$ cat src/rtl/qdt_pkg.sv
package qdt_pkg;
   typedef enum logic [1:0] {
      BKT_LOW  = 2'd0,
      BKT_MID  = 2'd1,
      BKT_HIGH = 2'd2,
      BKT_OVER = 2'd3
   } qdt_bkt_e;

   localparam logic [1:0] WR_ONE  = 2'd0;
   localparam logic [1:0] WR_SPAN = 2'd1;
endpackage

$ cat src/rtl/qdt_classify.sv
module qdt_classify #(
   parameter int CNT_W = 10,
   parameter int THR_W = 10
) (
   input  logic [CNT_W-1:0] cnt,
   input  logic [THR_W-1:0] thr,
   output qdt_pkg::qdt_bkt_e bkt
);
   localparam int MW = (CNT_W > THR_W) ? CNT_W : THR_W;
   localparam int XW = MW + 2;

   logic [XW-1:0] c1, t1, c2, c4, t3;

   always_comb begin
      c1 = {{(XW-CNT_W){1'b0}}, cnt};
      t1 = {{(XW-THR_W){1'b0}}, thr};
      c2 = c1 << 1;
      c4 = c1 << 2;
      t3 = (t1 << 1) + t1;
      if (c1 > t1)      bkt = qdt_pkg::BKT_OVER;
      else if (c4 > t3) bkt = qdt_pkg::BKT_HIGH;
      else if (c2 > t1) bkt = qdt_pkg::BKT_MID;
      else              bkt = qdt_pkg::BKT_LOW;
   end
endmodule

$ cat src/rtl/qdt_wr_decode.sv
module qdt_wr_decode #(
   parameter int NQ = 8,
   parameter int QW = 3
) (
   input  logic          we,
   input  logic [1:0]    mode,
   input  logic [QW-1:0] lo,
   input  logic [QW-1:0] hi,
   output logic [NQ-1:0] hit
);
   for (genvar q = 0; q < NQ; q++) begin : g_q
      localparam logic [QW-1:0] QI = QW'(q);
      always_comb begin
         if (!we)                         hit[q] = 1'b0;
         else if (mode == qdt_pkg::WR_ONE)  hit[q] = (lo == QI);
         else if (mode == qdt_pkg::WR_SPAN) hit[q] = (lo <= QI) && (QI <= hi);
         else                             hit[q] = 1'b1;
      end
   end
endmodule

$ cat src/rtl/qdt_lane.sv
module qdt_lane #(
   parameter int CNT_W   = 10,
   parameter int THR_W   = 10,
   parameter int THR_RST = 512
) (
   input  logic             clk,
   input  logic             rst_n,
   input  logic             enq,
   input  logic             deq,
   input  logic             thr_hit,
   input  logic [THR_W-1:0] thr_val,
   output logic [1:0]       bucket,
   output logic             deq_vld,
   output logic [1:0]       deq_bkt,
   output logic             underflow
);
   localparam logic [CNT_W-1:0] CMAX = '1;
   localparam logic [THR_W-1:0] TRST = THR_W'(THR_RST);

   logic [CNT_W-1:0] cnt, cnt_nx;
   logic [THR_W-1:0] thr, thr_nx;
   logic             inc, dec;
   qdt_pkg::qdt_bkt_e bkt_nx;

   always_comb begin
      dec    = deq && (cnt != '0);
      inc    = enq && ((cnt != CMAX) || dec);
      thr_nx = thr_hit ? thr_val : thr;
      case ({inc, dec})
         2'b10:   cnt_nx = cnt + CNT_W'(1);
         2'b01:   cnt_nx = cnt - CNT_W'(1);
         default: cnt_nx = cnt;
      endcase
   end

   qdt_classify #(.CNT_W(CNT_W), .THR_W(THR_W)) u_cls (
      .cnt(cnt_nx),
      .thr(thr_nx),
      .bkt(bkt_nx)
   );

   always_ff @(posedge clk or negedge rst_n) begin
      if (!rst_n) begin
         cnt       <= '0;
         thr       <= TRST;
         bucket    <= 2'd0;
         deq_vld   <= 1'b0;
         deq_bkt   <= 2'd0;
         underflow <= 1'b0;
      end else begin
         cnt       <= cnt_nx;
         thr       <= thr_nx;
         bucket    <= bkt_nx;
         deq_vld   <= dec;
         underflow <= deq && (cnt == '0);
         if (dec) deq_bkt <= bucket;
      end
   end
endmodule

$ cat src/rtl/qdt_monitor.sv
module qdt_monitor #(
   parameter int NQ      = 8,
   parameter int CNT_W   = 10,
   parameter int THR_W   = 10,
   parameter int THR_RST = 512,
   parameter int QW      = (NQ > 1) ? $clog2(NQ) : 1
) (
   input  logic            clk,
   input  logic            rst_n,
   input  logic [NQ-1:0]   enq_i,
   input  logic [NQ-1:0]   deq_i,
   input  logic            thr_we,
   input  logic [1:0]      thr_mode,
   input  logic [QW-1:0]   thr_lo,
   input  logic [QW-1:0]   thr_hi,
   input  logic [THR_W-1:0] thr_val,
   output logic [2*NQ-1:0] bucket_o,
   output logic [NQ-1:0]   deq_vld_o,
   output logic [2*NQ-1:0] deq_bkt_o,
   output logic [NQ-1:0]   underflow_o
);
   if (NQ < 1) begin : g_bad_nq
      $error("qdt_monitor: NQ must be at least 1");
   end
   if (CNT_W < 1 || THR_W < 1) begin : g_bad_w
      $error("qdt_monitor: widths must be at least 1");
   end
   if (THR_RST < 0 || THR_RST >= (1 << THR_W)) begin : g_bad_rst
      $error("qdt_monitor: THR_RST does not fit THR_W");
   end
   if ((1 << QW) < NQ) begin : g_bad_qw
      $error("qdt_monitor: QW too narrow for NQ");
   end

   logic [NQ-1:0] hit;

   qdt_wr_decode #(.NQ(NQ), .QW(QW)) u_dec (
      .we  (thr_we),
      .mode(thr_mode),
      .lo  (thr_lo),
      .hi  (thr_hi),
      .hit (hit)
   );

   for (genvar q = 0; q < NQ; q++) begin : g_lane
      qdt_lane #(.CNT_W(CNT_W), .THR_W(THR_W), .THR_RST(THR_RST)) u_lane (
         .clk      (clk),
         .rst_n    (rst_n),
         .enq      (enq_i[q]),
         .deq      (deq_i[q]),
         .thr_hit  (hit[q]),
         .thr_val  (thr_val),
         .bucket   (bucket_o[2*q +: 2]),
         .deq_vld  (deq_vld_o[q]),
         .deq_bkt  (deq_bkt_o[2*q +: 2]),
         .underflow(underflow_o[q])
      );
   end
endmodule

$ cat config.mk
export PLATFORM = sky130hd
export DESIGN_NAME = qdt_monitor
export DESIGN_NICKNAME = d
export VERILOG_FILES = /design/src/rtl/qdt_pkg.sv /design/src/rtl/qdt_classify.sv /design/src/rtl/qdt_wr_decode.sv /design/src/rtl/qdt_lane.sv /design/src/rtl/qdt_monitor.sv
export SDC_FILE = /design/constraint.sdc
export NUM_CORES = 1
export LEC_CHECK = 0
export ABC_CLOCK_PERIOD_IN_PS = 6500
export BUFFER_PORTS_ARGS = -buffer_cell sky130_fd_sc_hd__buf_2
export CAP_MARGIN = 20
export CORE_MARGIN = 1.5
export CORE_UTILIZATION = 40
export DETAILED_ROUTE_END_ITERATION = 8
export PLACE_DENSITY = 0.66
export SYNTH_ARGS = -nofsm -noshare
export SYNTH_HDL_FRONTEND = slang
export SYNTH_SLANG_ARGS = --single-unit
$ cat constraint.sdc
create_clock -name clk -period 6.5 [get_ports clk]
set_clock_uncertainty 0.1 [all_clocks]
set_input_delay 0.975 -clock clk [delete_from_list [all_inputs] [get_ports clk]]
set_output_delay 0.975 -clock clk [all_outputs]
set_load 0.05 [all_outputs]
==> results of run 1 <==
## synth_stat cells (41+ instances only)
cell type	count	area, µm²
sky130_fd_sc_hd__dfrtp_1	200	5000
sky130_fd_sc_hd__ha_1	348	4350
sky130_fd_sc_hd__nor2_1	137	514
sky130_fd_sc_hd__mux2_2	46	518
sky130_fd_sc_hd__o21ai_0	81	405
sky130_fd_sc_hd__nand4_1	50	313
sky130_fd_sc_hd__a21oi_1	177	886
sky130_fd_sc_hd__nand3_1	41	205
sky130_fd_sc_hd__inv_1	194	728
sky130_fd_sc_hd__xnor2_1	93	815
sky130_fd_sc_hd__mux2i_1	82	821
sky130_fd_sc_hd__xor2_1	62	543
sky130_fd_sc_hd__a21o_1	79	593
sky130_fd_sc_hd__nand2_1	147	552
## per-layer routing
metal,vias to the layer above,share of wire,global-route usage
li1,8221,-,-
met1,7988,0.46,0.248
met2,276,0.48,0.340
met3,78,0.034,0.0201
met4,2,0.022,0.0548
met5,-,0.00035,0
## layout by cell type (no fill, tap or decap), types with 24 or more instances in the layout
cell                        synthesis  routed
sky130_fd_sc_hd__xor2_1            62      62
sky130_fd_sc_hd__o21ai_0           81      80
sky130_fd_sc_hd__buf_4             17      30
sky130_fd_sc_hd__nor2b_1           25      25
sky130_fd_sc_hd__dfrtp_1          200     200
sky130_fd_sc_hd__o21bai_1          33      33
sky130_fd_sc_hd__mux2_2            46      46
sky130_fd_sc_hd__a21oi_1          177     177
sky130_fd_sc_hd__nand2b_1          24      24
sky130_fd_sc_hd__a21o_1            79      79
sky130_fd_sc_hd__nand4_1           50      50
sky130_fd_sc_hd__nor2_1           137     137
sky130_fd_sc_hd__nor3_1            29      29
sky130_fd_sc_hd__ha_1             348     348
sky130_fd_sc_hd__xnor2_1           93      93
sky130_fd_sc_hd__inv_1            194     194
sky130_fd_sc_hd__nand3_1           41      41
sky130_fd_sc_hd__nand2_1          147     147
sky130_fd_sc_hd__mux2i_1           82      82
sky130_fd_sc_hd__buf_2             12      83
sky130_fd_sc_hd__clkbuf_16          0      29
## area by class of cell
cell class,count,area (µm²),area share
sequential,208,5220,0.236
multi-input combinational,1753,13800,0.622
timing repair buffer,114,656,0.0296
clock inverter,13,131,0.00594
antenna,3,7.51,0.000339
clock buffer,39,803,0.0363
tap,664,831,0.0375
inverter,195,732,0.0331
## power breakdown
group / internal [mW] / leakage, nW / switching (mW)
sequential: 1.74 / 2.42 / 0.405
clock: 0.942 / 0.458 / 0.611
combinational: 2.85 / 8.02 / 3.90
total: 5.53 / 10.9 / 4.92
## critical path: cells and delay by family (launching register included)
family,cells,cell delay [ps]
and+or+nand+nor,5,1310
DFF,1,440
adders and majority gates,2,720
AOI/OAI and AO/OA,9,3030
## final timing paths
| kind | startpoint | end | cells past startpoint |
|---|---|---|---|
| min in group clk | g_lane[6].u_lane.bucket[0] | g_lane[6].u_lane.deq_bkt[0] | 2 |
| worst max register to register | g_lane[0].u_lane.cnt[0] | g_lane[0].u_lane.bucket[1] | 16 |
| worst max-delay path | g_lane[0].u_lane.cnt[0] | g_lane[0].u_lane.bucket[1] | 16 |
| max in group asynchronous | rst_n | g_lane[4].u_lane.deq_bkt[0] | 2 |
| worst min register to register | g_lane[6].u_lane.bucket[0] | g_lane[6].u_lane.deq_bkt[0] | 2 |
| worst min-delay path | rst_n | g_lane[5].u_lane.cnt[8] | 1 |
## flip-flops by register name (all words and copies together) (netlist names)
register / flops
g_lane.u_lane.deq_vld: 8
g_lane.u_lane.thr: 80
g_lane.u_lane.deq_bkt: 16
g_lane.u_lane.cnt: 80
g_lane.u_lane.underflow: 8
g_lane.u_lane.bucket: 16
## through the flow
step / total power [mW] / utilization / cells / area [µm²] / worst slack (ps)
4_1_cts: 10.5 / 0.451 / 2986 / 22100 / 854
3_5_place_dp: 8.85 / 0.432 / 2934 / 21200 / 359
2_1_floorplan: 7.27 / - / 2204 / 20000 / 876
5_1_grt: 11.5 / 0.451 / 2989 / 22100 / 430
3_3_place_gp: 8.55 / 0.432 / 2933 / 21200 / 387
6_report: 10.4 / 0.451 / 2989 / 22100 / 766
## cell families (layout without fill, tap and decap cells)
family,count (synthesis),in the layout,share of synthesized area
other,0,3,0
XOR/XNOR,155,155,0.0680
flip-flops,208,208,0.261
adder cells (fa/ha/maj),371,371,0.234
AND/OR/NAND/NOR,554,554,0.137
buffers and inverters,243,361,0.0496
AO/OA/AOI/OAI,542,542,0.181
multiplexers,131,131,0.0692
==> metrics list, run 1 <==
- For this run the aggregate overflow at the end of global routing stands at 0.
* Unique masters post-synth: just over 80
* Share of synthesized area occupied by flip-flops and latches: 0.261
- The critical path goes through or4_1 > o31ai_2 > nor2_1 > ha_1 > a21oi_1 > o211ai_1 > o41ai_1 > o21a_1 > a22oi_1 > o21ai_0 > ha_1 > nand4_1 > nor3_1 > a2111oi_0 > a31oi_1 > nand2b_1.
- Clock tree from TritonCTS: done
* Required time worst endpoint: around 7000 ps
* Relative slew slack: 0.337
* Synthesized instance count: between 2000 and 2500
- Synth-to-layout area growth: 10.9%
* Pin count of the biggest net entering global routing: 120
* Buffer type at the clock tree root: sky130_fd_sc_hd__clkbuf_16
- CTS built an H-tree with a depth of 1.
- Count of nets after finishing: between 2000 and 3000
- After detailed routing, the number of vias per cell comes to 5.54.
- Number of max-capacitance violations reported: 0
* Number of iterations in the first detailed-routing pass: 5
- Largest fanout of any net on the critical path: 12
- In the finished design, the share of the clock period the worst path needs comes to 0.882.
* Number of antenna violations at the first check in global routing: 5
* LEAKAGE: roughly 11 nW
- In the synthesized netlist the async set-or-reset flop fraction comes to 1.00.
- Most frequent cell on the critical path: sky130_fd_sc_hd__ha_1
- The HPWL after detailed placement is roughly 38000 µm.
- Setup violations remaining at the end of the flow were counted as 0.
- For this design the top-level I/O count stands at between 80 and 90.
- The first global-routing pass estimated between 80000 and 90000 µm of wire.
* Slew Limit Fails: 0
* Final critical-path required period: approximately 5700 ps
- In this run the power density over the cells is ~470 nW/µm².
* FF+latch count, synth: between 200 and 250
- Unrepaired setup endpoints after global routing: no
* Number of enable flip-flop cells after synthesis: 0
- For this run, design rule violations remaining after detail routing come to 0.
- Number of buffers added for setup after CTS: 0
* Worst Path Arrival: between 6000 and 7000 ps
- TritonCTS created 28 clock buffers.
- The floorplan step set the die height to ~230 µm.
- VDD IR-drop max: 0.215 mV
* Synthesized cell area: 20000 µm²
- The worst hold path belongs to the class in -> async.
- For this run, the top clock speed supported by timing is ~0.17 GHz.
* DR WL/cell: between 15 and 20 µm
- Clock-pin slew on the worst setup and hold paths: roughly 60 ps
* Most frequently used flop master after synthesis: sky130_fd_sc_hd__dfrtp_1
- The flow ran to the end, and the final reports show no timing, DRC or antenna violations.
- # port buffers: 84
- Yosys warning total: 0
- Rows: between 80 and 90
- Worst hold slack: 363 ps
- Setup TNS after final layout: 0 ps
- DR vias: 16600
- The number of global-route vias before repair came to 16700.
- Worst-margin pin slew: about 1000 ps
- Die area: ~51000 µm²
- Clock sink count: between 200 and 250
- Number of filler cells placed in the layout: between 4000 and 5000
* Fraction of layout instances using a drive strength above 1: 0.111
* Reg-to-reg setup timing slack: between 700 and 800 ps
- Initial Utilization: 0.407
- Overall routing resource usage: 0.193
* Biggest cell delay along the critical path: between 600 and 700 ps
* Core Region: between 40000 and 50000 µm²
- Slowest cell on the critical path: sky130_fd_sc_hd__o21ai_0
- Averaged over all synthesized cells, the footprint is a little over 9 µm².
- Routed WL: between 40000 and 50000 µm
- STA classifies the critical path endpoint as a register.
* Width of the die: 226 µm
* CP Launch Type: register
* Setup CP Type: reg -> reg
- The later pin in the worst-skew pair is clocked with a latency of between 500 and 600 ps.
- The detail route stage leaves a number of antenna-violating nets equal to 0.
* Number of hold violations in the final report: 0
- At the end of routability-driven placement, the weighted congestion stood at between 0.8 and 0.9.
* Hold buffer count at cts: 0
* Buffer depth of the longest clock path: 3
- Iteration-0 DRC count of the detailed router: approximately 750
* Synthesized Nets: about 2600
- Number of resized instances in the post-cts repair step: 0
No activity file was read; power rests on OpenSTA's default activity.
==> run 2, diff against run 1 <==
ABC_AREA = 1   (was default)
CORE_UTILIZATION = 41   (was 40)
PLACE_DENSITY = 0.67   (was 0.66)
TNS_END_PERCENT = 20   (was default)
==> metrics list, run 2 <==
- Leading cell types by count after synthesis: 862 x sky130_fd_sc_hd__nand2_1, 429 x sky130_fd_sc_hd__inv_1, 348 x sky130_fd_sc_hd__ha_1
- At the pin with the least slew margin, the transition time is 838 ps.
- Dividing the detail-routed wire length by the instance count gives about 13 µm.
* Total congestion overflow after global routing: 0
- Vertical extent of the die: roughly 230 µm
- After the last flow step, the layout net total stands at around 3500.
* DR vias: around 19000
- Largest registers: g_lane.u_lane.cnt (80), g_lane.u_lane.thr (80)
- Final setup violation count: 0
* Number of resized instances in the post-cts repair step: 0
- The setup path with the least slack is of type in -> reg.
* Avg Cell Area, Syn: about 7.0 µm²
* Number of levels the H-tree was split into: 1
- Top achievable clock speed: 0.210 GHz
- The number of antenna violations at the first check in global routing was 5.
- Most frequent cell on the critical path: sky130_fd_sc_hd__nand2_1
- Number of enable flip-flop cells after synthesis: 0
* Routability congestion estimate from global placement: about 0.86
* Estimated wirelength of the detail-placed design: between 30000 and 40000 µm
- Vias per cell: between 4 and 5
- Setup total negative slack on the finished layout was measured at 0 ps.
* Routed WL: 50400 µm
* Fraction of layout instances using a drive strength above 1: 0.0690
- Hold repair after CTS inserted 0 buffers.
- Buffer type at the clock tree root: sky130_fd_sc_hd__clkbuf_16
* Leading cell type in the layout, fill and taps excluded: sky130_fd_sc_hd__nand2_1
- Count leader, synth: sky130_fd_sc_hd__nand2_1
* Leading cell types by total area after synthesis: sky130_fd_sc_hd__dfrtp_1 23%, sky130_fd_sc_hd__ha_1 20%, sky130_fd_sc_hd__nand2_1 15%, sky130_fd_sc_hd__inv_1 7.5%, sky130_fd_sc_hd__nor2_1 4.7%
- Slew Limit Fails: 0
- In the finished design, the share of the clock period the worst path needs comes to 0.731.
- # port buffers: 84
- The worst setup path is launched from a primary input.
- Summed over all instances, the cell type with the most area after synthesis is sky130_fd_sc_hd__dfrtp_1.
- The first detailed-routing pass took 6 iterations.
* Via count of the first global-routing pass: approximately 18000
* Fraction of registers with async set or reset after synthesis: 1.00
- Buffer depth of the longest clock path: 3
- Rows: between 80 and 90
- The analysis attributes to cell leakage a power of about 13 nW.
- IR analysis of the VDD net gives a maximum drop of roughly 0.25 mV.
- The core region is slightly above 50000 µm².
- Die area: ~54000 µm²
- For the finished layout, the period the worst path requires is 4750 ps.
* Endpoint class of the critical path: register
- Yosys mapped the design onto 54 distinct sky130hd cell types.
* Synthesized cell area: 21400 µm²
- Power Dens Cells: 432 nW/µm²
* Synthesized instance count: about 3100
- Setup repair after global routing left no endpoint under its margin.
* Clock tree from TritonCTS: done
- Outcome: finished, final reports clean
* Final routed DRC violation total: 0
- The worst hold path belongs to the class in -> async.
* FF+latch count, synth: roughly 210
- Required time worst endpoint: 6850 ps
* Overall routing resource usage: 0.192
- Width of the die: about 230 µm
- Among all stages on the critical path, the largest delay is contributed by sky130_fd_sc_hd__o21ai_0.
* Commonest cells after routing, fill and taps aside: 862 x sky130_fd_sc_hd__nand2_1, 429 x sky130_fd_sc_hd__inv_1, 348 x sky130_fd_sc_hd__ha_1, 265 x sky130_fd_sc_hd__nor2_1, 200 x sky130_fd_sc_hd__dfrtp_1
- Headroom to the max-slew limit came out at 0.440.
* Worst Path Arrival: around 5100 ps
* Clock sink count: 208
- Of the synthesized area, sequential elements account for 0.244.
- On the worst path, the slowest cell contributes a delay of ~670 ps.
- Synthesized Nets: between 3000 and 4000
- Clock latency on the worst-skew pair, taken at its later pin, is approximately 570 ps.
- Pin count of the biggest net entering global routing: between 100 and 150
* Synth-to-layout area growth: 9.25%
- Yosys printed 0 warnings.
- Post-layout power: roughly 10 mW
* Number of buffers added for setup after CTS: 0
- First-pass GRT wire length: around 86000 µm
- Number of buffers created by CTS: 28
* Most frequently used flop master after synthesis: sky130_fd_sc_hd__dfrtp_1
* Number of max-capacitance violations reported: 0
- Clock-pin slew was measured on the worst setup and hold paths at roughly 60 ps.
* Number of hold violations in the final report: 0
- For this block, the initial DRC count from the detailed router was 941.
- Number of filler cells placed in the layout: slightly above 5000
- Initial Utilization: 0.416
* Count of boundary I/O pins: between 80 and 90
- Largest fanout of any net on the critical path: 21
* Detail Route Antenna Nets: 0
- Top cell type's share of synthesized area: 0.234
[run 2: changes by cell type after synthesis, moves of 33 or more]
cell	previous run	this run
sky130_fd_sc_hd__a21o_1	79	19
sky130_fd_sc_hd__inv_1	194	429
sky130_fd_sc_hd__mux2_2	46	0
sky130_fd_sc_hd__mux2i_1	82	0
sky130_fd_sc_hd__nand2_1	147	862
sky130_fd_sc_hd__nand3_1	41	190
sky130_fd_sc_hd__nand3b_1	4	37
sky130_fd_sc_hd__nor2_1	137	265
sky130_fd_sc_hd__o21ai_0	81	141
sky130_fd_sc_hd__xnor2_1	93	53
[run 2: logic make-up (layout without fill, tap and decap cells)]
group / Yosys count / in the layout / synth area share
adder cells (fa/ha/maj): 356 / 356 / 0.211
AND/OR/NAND/NOR: 1465 / 1465 / 0.288
AO/OA/AOI/OAI: 452 / 452 / 0.127
buffers and inverters: 478 / 576 / 0.0894
flip-flops: 208 / 208 / 0.244
XOR/XNOR: 101 / 101 / 0.0414
other: 0 / 1 / 0
[run 2: worst paths after layout]
path,start,to,slack [ps],depth (start not counted)
worst max-delay path,thr_lo[0],g_lane[6].u_lane.bucket[0],1750,26
max in group asynchronous,rst_n,g_lane[4].u_lane.deq_vld,4890,2
worst min register to register,g_lane[2].u_lane.bucket[1],g_lane[2].u_lane.deq_bkt[1],370,2
worst min-delay path,rst_n,g_lane[7].u_lane.underflow,260,1
worst max register to register,g_lane[6].u_lane.cnt[0],g_lane[6].u_lane.bucket[0],1770,29
min in group clk,g_lane[2].u_lane.bucket[1],g_lane[2].u_lane.deq_bkt[1],370,2
[run 2: final cells by class]
cell class,instances,area [µm²],share of cell area
clock buffer,38,800,0.0342
clock inverter,14,133,0.00568
inverter,438,1640,0.0704
sequential,208,5220,0.223
tap,680,851,0.0364
multi-input combinational,2374,14300,0.610
timing repair buffer,86,458,0.0196
antenna,1,2.50,0.000107
[run 2: power breakdown]
| part | internal [mW] | switching, mW | total (mW) |
|---|---|---|---|
| Combinational | 2.40 | 4.01 | 6.40 |
| Sequential | 1.72 | 0.406 | 2.13 |
| Clock | 0.938 | 0.616 | 1.55 |
| Total | 5.06 | 5.03 | 10.1 |
[run 2: routing by layer]
metal | track usage | routed length, µm | share of wire | up-vias
met5 | 0 | 47 | 0.00093 | -
met4 | 0.0556 | 1200 | 0.024 | 8
met3 | 0.0265 | 2100 | 0.042 | 78
met2 | 0.319 | 22500 | 0.45 | 284
met1 | 0.258 | 24600 | 0.49 | 8422
li1 | - | - | - | 10200
[run 2: worst max-delay path: cells and delay by family]
family / cells / cell delay (ps)
AO/OA/AOI/OAI: 6 / 1440
AND/OR/NAND/NOR: 13 / 1430
adder cells (fa/ha/maj): 2 / 670
buffers and inverters: 5 / 590
[run 2: per-stage QoR]
stage	hold slack [ps]	util	setup slack, ps	cells	instance area [µm²]
floorplan	364	-	1990	3060	21400
global placement	360	0.436	1290	3786	22400
detailed placement	358	0.436	1250	3786	22400
CTS	274	0.454	1780	3838	23400
global route	311	0.454	1160	3839	23400
finish	258	0.454	1750	3839	23400
